===== config.mk =====
export PLATFORM = sky130hd
export DESIGN_NAME = twb_cond_detect
export DESIGN_NICKNAME = d
export VERILOG_FILES = /design/src/rtl/twb_pkg.sv /design/src/rtl/twb_sync.sv /design/src/rtl/twb_glitch_filter.sv /design/src/rtl/twb_edge_classifier.sv /design/src/rtl/twb_cond_detect.sv
export SDC_FILE = /design/constraint.sdc
export NUM_CORES = 1
export LEC_CHECK = 0
export ABC_AREA = 1
export BUFFER_PORTS_ARGS = -buffer_cell sky130_fd_sc_hd__buf_2
export CORE_MARGIN = 2
export CORE_UTILIZATION = 64
export CTS_BUF_LIST = sky130_fd_sc_hd__clkbuf_4 sky130_fd_sc_hd__clkbuf_8
export DETAILED_ROUTE_END_ITERATION = 6
export GPL_ROUTABILITY_DRIVEN = 0
export GPL_TIMING_DRIVEN = 0
export PLACE_DENSITY = 0.84
export REMOVE_ABC_BUFFERS = 1
export SLEW_MARGIN = 15
export SYNTH_ARGS = -nofsm -noshare
export SYNTH_HDL_FRONTEND = slang
export SYNTH_SLANG_ARGS = --single-unit

===== constraint.sdc =====
create_clock -name clk -period 1.79 [get_ports clk]
set_clock_uncertainty 0.1 [all_clocks]
set_input_delay 0 -clock clk [delete_from_list [all_inputs] [get_ports clk]]
set_output_delay 0 -clock clk [all_outputs]
set_load 0.01 [all_outputs]

===== src/rtl/twb_pkg.sv =====
package twb_pkg;

    typedef enum logic {
        FLT_SETTLED  = 1'b0,
        FLT_CHANGING = 1'b1
    } flt_state_t;

    // encoded {clock, data}
    typedef enum logic [1:0] {
        PAIR_LL = 2'b00,
        PAIR_LH = 2'b01,
        PAIR_HL = 2'b10,
        PAIR_HH = 2'b11
    } pair_state_t;

endpackage


===== src/rtl/twb_sync.sv =====
module twb_sync (
    input  logic clk,
    input  logic rst_n,
    input  logic din,
    output logic dout
);
    logic meta_q;

    always_ff @(posedge clk or negedge rst_n) begin
        if (!rst_n) begin
            meta_q <= 1'b1;
            dout   <= 1'b1;
        end else begin
            meta_q <= din;
            dout   <= meta_q;
        end
    end
endmodule


===== src/rtl/twb_glitch_filter.sv =====
module twb_glitch_filter #(
    parameter int STABLE_SAMPLES = 11
) (
    input  logic clk,
    input  logic rst_n,
    input  logic smp,
    output logic lvl
);
    import twb_pkg::*;

    localparam int CNT_W = (STABLE_SAMPLES > 2) ? $clog2(STABLE_SAMPLES) : 1;
    localparam logic [CNT_W-1:0] LAST = CNT_W'(STABLE_SAMPLES - 1);

    flt_state_t       st_q, st_d;
    logic [CNT_W-1:0] cnt_q, cnt_d;
    logic             lvl_d;

    // state register
    always_ff @(posedge clk or negedge rst_n) begin
        if (!rst_n) begin
            st_q  <= FLT_SETTLED;
            cnt_q <= '0;
            lvl   <= 1'b1;
        end else begin
            st_q  <= st_d;
            cnt_q <= cnt_d;
            lvl   <= lvl_d;
        end
    end

    // next state and outputs
    always_comb begin
        st_d  = st_q;
        cnt_d = cnt_q;
        lvl_d = lvl;
        unique case (st_q)
            FLT_SETTLED: begin
                if (smp != lvl) begin
                    st_d  = FLT_CHANGING;
                    cnt_d = CNT_W'(1);
                end
            end
            FLT_CHANGING: begin
                if (smp == lvl) begin
                    st_d  = FLT_SETTLED;
                    cnt_d = '0;
                end else if (cnt_q == LAST) begin
                    st_d  = FLT_SETTLED;
                    cnt_d = '0;
                    lvl_d = smp;
                end else begin
                    cnt_d = cnt_q + CNT_W'(1);
                end
            end
        endcase
    end

    AST_FLT_NEEDS_SAMPLE: assert property (@(posedge clk) disable iff (!rst_n)
        (lvl != $past(lvl)) |-> ($past(smp) == lvl));
endmodule


===== src/rtl/twb_edge_classifier.sv =====
module twb_edge_classifier (
    input  logic clk,
    input  logic rst_n,
    input  logic scl_f,
    input  logic sda_f,
    output logic start_pulse,
    output logic stop_pulse,
    output logic scl_rise,
    output logic scl_fall
);
    import twb_pkg::*;

    pair_state_t cur_q, nxt;
    logic start_d, stop_d, rise_d, fall_d;

    assign nxt = pair_state_t'({scl_f, sda_f});

    // state register
    always_ff @(posedge clk or negedge rst_n) begin
        if (!rst_n) begin
            cur_q       <= PAIR_HH;
            start_pulse <= 1'b0;
            stop_pulse  <= 1'b0;
            scl_rise    <= 1'b0;
            scl_fall    <= 1'b0;
        end else begin
            cur_q       <= nxt;
            start_pulse <= start_d;
            stop_pulse  <= stop_d;
            scl_rise    <= rise_d;
            scl_fall    <= fall_d;
        end
    end

    // transition classification
    always_comb begin
        start_d = 1'b0;
        stop_d  = 1'b0;
        rise_d  = 1'b0;
        fall_d  = 1'b0;
        unique case (cur_q)
            PAIR_HH: begin
                start_d = (nxt == PAIR_HL);
                fall_d  = !nxt[1];
            end
            PAIR_HL: begin
                stop_d  = (nxt == PAIR_HH);
                fall_d  = !nxt[1];
            end
            PAIR_LH,
            PAIR_LL: begin
                rise_d  = nxt[1];
            end
        endcase
    end

    AST_NO_START_WITH_STOP: assert property (@(posedge clk) disable iff (!rst_n)
        !(start_pulse && stop_pulse));
    AST_NO_RISE_WITH_FALL: assert property (@(posedge clk) disable iff (!rst_n)
        !(scl_rise && scl_fall));
    AST_START_NEEDS_CLK_HIGH: assert property (@(posedge clk) disable iff (!rst_n)
        start_pulse |-> ($past(scl_f) && !$past(sda_f)));
    AST_STOP_NEEDS_CLK_HIGH: assert property (@(posedge clk) disable iff (!rst_n)
        stop_pulse |-> ($past(scl_f) && $past(sda_f)));
    AST_START_ONE_CYCLE: assert property (@(posedge clk) disable iff (!rst_n)
        start_pulse |=> !start_pulse);
endmodule


===== src/rtl/twb_cond_detect.sv =====
module twb_cond_detect #(
    parameter int CLK_PERIOD_PS = 5000,
    parameter int SPIKE_PS      = 50000
) (
    input  logic clk,
    input  logic rst_n,
    input  logic scl_raw,
    input  logic sda_raw,
    output logic scl_filt,
    output logic sda_filt,
    output logic start_pulse,
    output logic stop_pulse,
    output logic scl_rise,
    output logic scl_fall
);
    localparam int STABLE_SAMPLES = SPIKE_PS / CLK_PERIOD_PS + 1;
    localparam int LINES = 2;

    logic [LINES-1:0] raw_v, sync_v, filt_v;

    // bit 1 = clock line, bit 0 = data line
    assign raw_v = {scl_raw, sda_raw};

    for (genvar g = 0; g < LINES; g++) begin : g_line
        twb_sync u_sync (
            .clk  (clk),
            .rst_n(rst_n),
            .din  (raw_v[g]),
            .dout (sync_v[g])
        );
        twb_glitch_filter #(.STABLE_SAMPLES(STABLE_SAMPLES)) u_filt (
            .clk  (clk),
            .rst_n(rst_n),
            .smp  (sync_v[g]),
            .lvl  (filt_v[g])
        );
    end

    assign scl_filt = filt_v[1];
    assign sda_filt = filt_v[0];

    twb_edge_classifier u_cls (
        .clk        (clk),
        .rst_n      (rst_n),
        .scl_f      (filt_v[1]),
        .sda_f      (filt_v[0]),
        .start_pulse(start_pulse),
        .stop_pulse (stop_pulse),
        .scl_rise   (scl_rise),
        .scl_fall   (scl_fall)
    );
endmodule


==> impl_metrics.csv <==
group,metric,value,unit
global_routing,grt_start_max_net_pins,23,
global_routing,grt_pass1_wl,2.635,mm
logic_synthesis,syn_area,1007,um^2
worst_setup_path,cp.required,1.93,ns
timing,finalHoldViolCount,0,
floorplan,fp.coreArea,1489,um^2
logic_synthesis,avgSynthCellArea,9.157,um^2
clock_network,clkTransAtPathRegs,0.11,ns
floorplan,rows,14,
layout,drive_gt1_share,30.16,%
clock_network,h-tree-depth,1,
timing,rsz0062_at_grt,"no",
logic_synthesis,synth-seq-cells,22,
timing,min_period,1.256,ns
drt,route.detailed.drc,0,
drt,detail-route-antenna-nets,0,
timing,relSlewSlack,69.41,%
clock_network,cts_resized,0,
worst_setup_path,cp.arrival,1.39,ns
clock_network,hold_buffers,3,
floorplan,die_y,43.67,um
clock_network,clk_path_buf_depth,2,
drt,vias,721,
drt,viasPerCell,5.077,
worst_setup_path,path_max_fanout,5,
power_and_ir_drop,irDropWorstVdd,658.0,uV
placement,portBuffers,9,
worst_setup_path,worst-setup-path-type,"register to register",
clock_network,clk_latency,0.29,ns
layout,final_common_cell,"nand2_1",
floorplan,ioPinCount,10,
job,maxCapViolCount,0,
layout,area_delta_synth_final,12.42,%
layout,fillCellCount,105,
timing,drv_slew,0,
worst_setup_path,cp-end-kind,"register",
status,status,"finished clean",
layout,stdcell_count,142,
global_routing,grt_pass1_vias,653,
logic_synthesis,ys_warn_count,0,
timing,finalSetupTns,0,ns
power_and_ir_drop,static-leakage-power,0.6017,nW
clock_network,cts_sinks,22,
drt,first_pass_iters,4,
drt,drtIter0Drc,10,
power_and_ir_drop,powerDensity,770.2,nW/um^2
timing,fin_crit_sh,70.16,%
logic_synthesis,synthCells,110,
drt,routed_wl,1.490,mm
logic_synthesis,synth_cell_type_count,19,
clock_network,cts_inserted_buffers,3,
drt,wire_per_inst,10.49,um
worst_setup_path,critPathLaunchType,"register",
floorplan,die_area,1907,um^2
global_routing,grt_overflow_total,0,
hold_path,worstHoldPathType,"input pin to asynchronous set/reset pin",
timing,worst_slew_pin_slew,0.4588,ns
timing,setup_viol,0,
floorplan,chipWidth,43.67,um
layout,diodes,0,
clock_network,post_cts_buffers,0,
placement,hpwl,1.119,mm
placement,dpl.cell_count,135,
layout,mostFrequentLayoutCells,"nand2_1, dfrtp_1, inv_1",
global_routing,antenna_found_initial,0,
floorplan,initial_core_util,67.65,%
global_routing,track_usage,19.58,%
clock_network,root_buffer,"clkbuf_4",
timing,fmax,796.3,MHz
clock_network,cts_tree,"yes",
layout,fin_nets,135,
logic_synthesis,synth-seq-area-share,55.65,%
[worst max-delay path, cell delays in order, from the launching register on]
cell and delay (ns):
dfrtp_1 0.43, inv_1 0.08, ha_1 0.21, nand3_2 0.10
nand2_2 0.07, nor2_4 0.10, nand2_1 0.06, nand2_1 0.05
[per-stage QoR]
step	hold WS, ns	util, %	setup WS, ns	power [mW]	cell area [um^2]
after global placement	-0.1234	72.02	0.5805	0.6361	1072
after CTS	0.09157	76.05	0.5277	0.8790	1132
after global routing	0.1159	76.05	0.3968	0.9155	1132
final	0.07352	76.05	0.5342	0.8721	1132
after floorplan	-0.3956	-	0.6526	0.6131	1007
after detailed placement	-0.1185	72.02	0.5538	0.6423	1072
[cell families after synthesis]
family / count (synthesis) / share of synthesized area, %
flip-flops: 22 / 55.65
AO/OA/AOI/OAI: 6 / 2.981
buffers and inverters: 17 / 6.335
AND/OR/NAND/NOR: 59 / 28.32
adder cells (fa/ha/maj): 4 / 4.969
XOR/XNOR: 2 / 1.739
[layout make-up]
cell class | instances | area (um^2) | share of cell area [%]
inverter | 17 | 63.81 | 5.635
timing repair buffer | 12 | 75.07 | 6.630
sequential | 22 | 560.5 | 49.50
tap | 16 | 20.02 | 1.768
clock buffer | 4 | 30.03 | 2.652
multi-input combinational | 71 | 382.9 | 33.81
[sequential cells by signal, indices dropped and copies added, names as in the netlist]
register,flops
g_line.u_filt.cnt_q,8
g_line.u_filt.lvl,2
g_line.u_filt.st_q,2
g_line.u_sync.dout,2
g_line.u_sync.meta_q,2
u_cls.cur_q,2
u_cls.scl_fall,1
u_cls.scl_rise,1
u_cls.start_pulse,1
u_cls.stop_pulse,1
[synth_stat cells, drive strengths merged]
library cell | n | area share [%]
o21ai | 4 | 2.0
ha | 4 | 5.0
xor2 | 2 | 1.7
inv | 17 | 6.3
nor3 | 1 | 0.50
nor2 | 10 | 6.5
nand4 | 2 | 1.2
dfstp | 8 | 21
a21oi | 2 | 0.99
nor4 | 1 | 0.62
nand2 | 41 | 17
nand3 | 4 | 3.0
dfrtp | 14 | 35
[layer usage]
metal  GRT usage [%]  vias to the layer above  wire, um
met3           3.750                        2        33
met5               0                        -         0
met1           23.73                      346       706
met4           12.73                        0        15
li1                -                      365         -
met2           31.76                        8       734
[worst paths after layout]
kind,slack (ns),startpoint,to,cells after the start
max,0.53,g_line[0].u_filt.cnt_q[0],g_line[0].u_filt.cnt_q[1],7
min,0.07,rst_n,g_line[1].u_filt.cnt_q[2],2
max reg2reg,0.53,g_line[0].u_filt.cnt_q[0],g_line[0].u_filt.cnt_q[1],7
min reg2reg,0.26,g_line[0].u_sync.meta_q,g_line[0].u_sync.dout,0
max in group asynchronous,1.17,rst_n,g_line[0].u_sync.dout,2
min in group clk,0.24,scl_raw,g_line[1].u_sync.meta_q,2
[power by group]
group	internal [mW]	total, mW	switching, mW
clock	0.102	0.234	0.133
combinational	0.0350	0.0860	0.0510
sequential	0.524	0.552	0.0278
total	0.661	0.872	0.211
No activity file was read; power rests on OpenSTA's default activity.
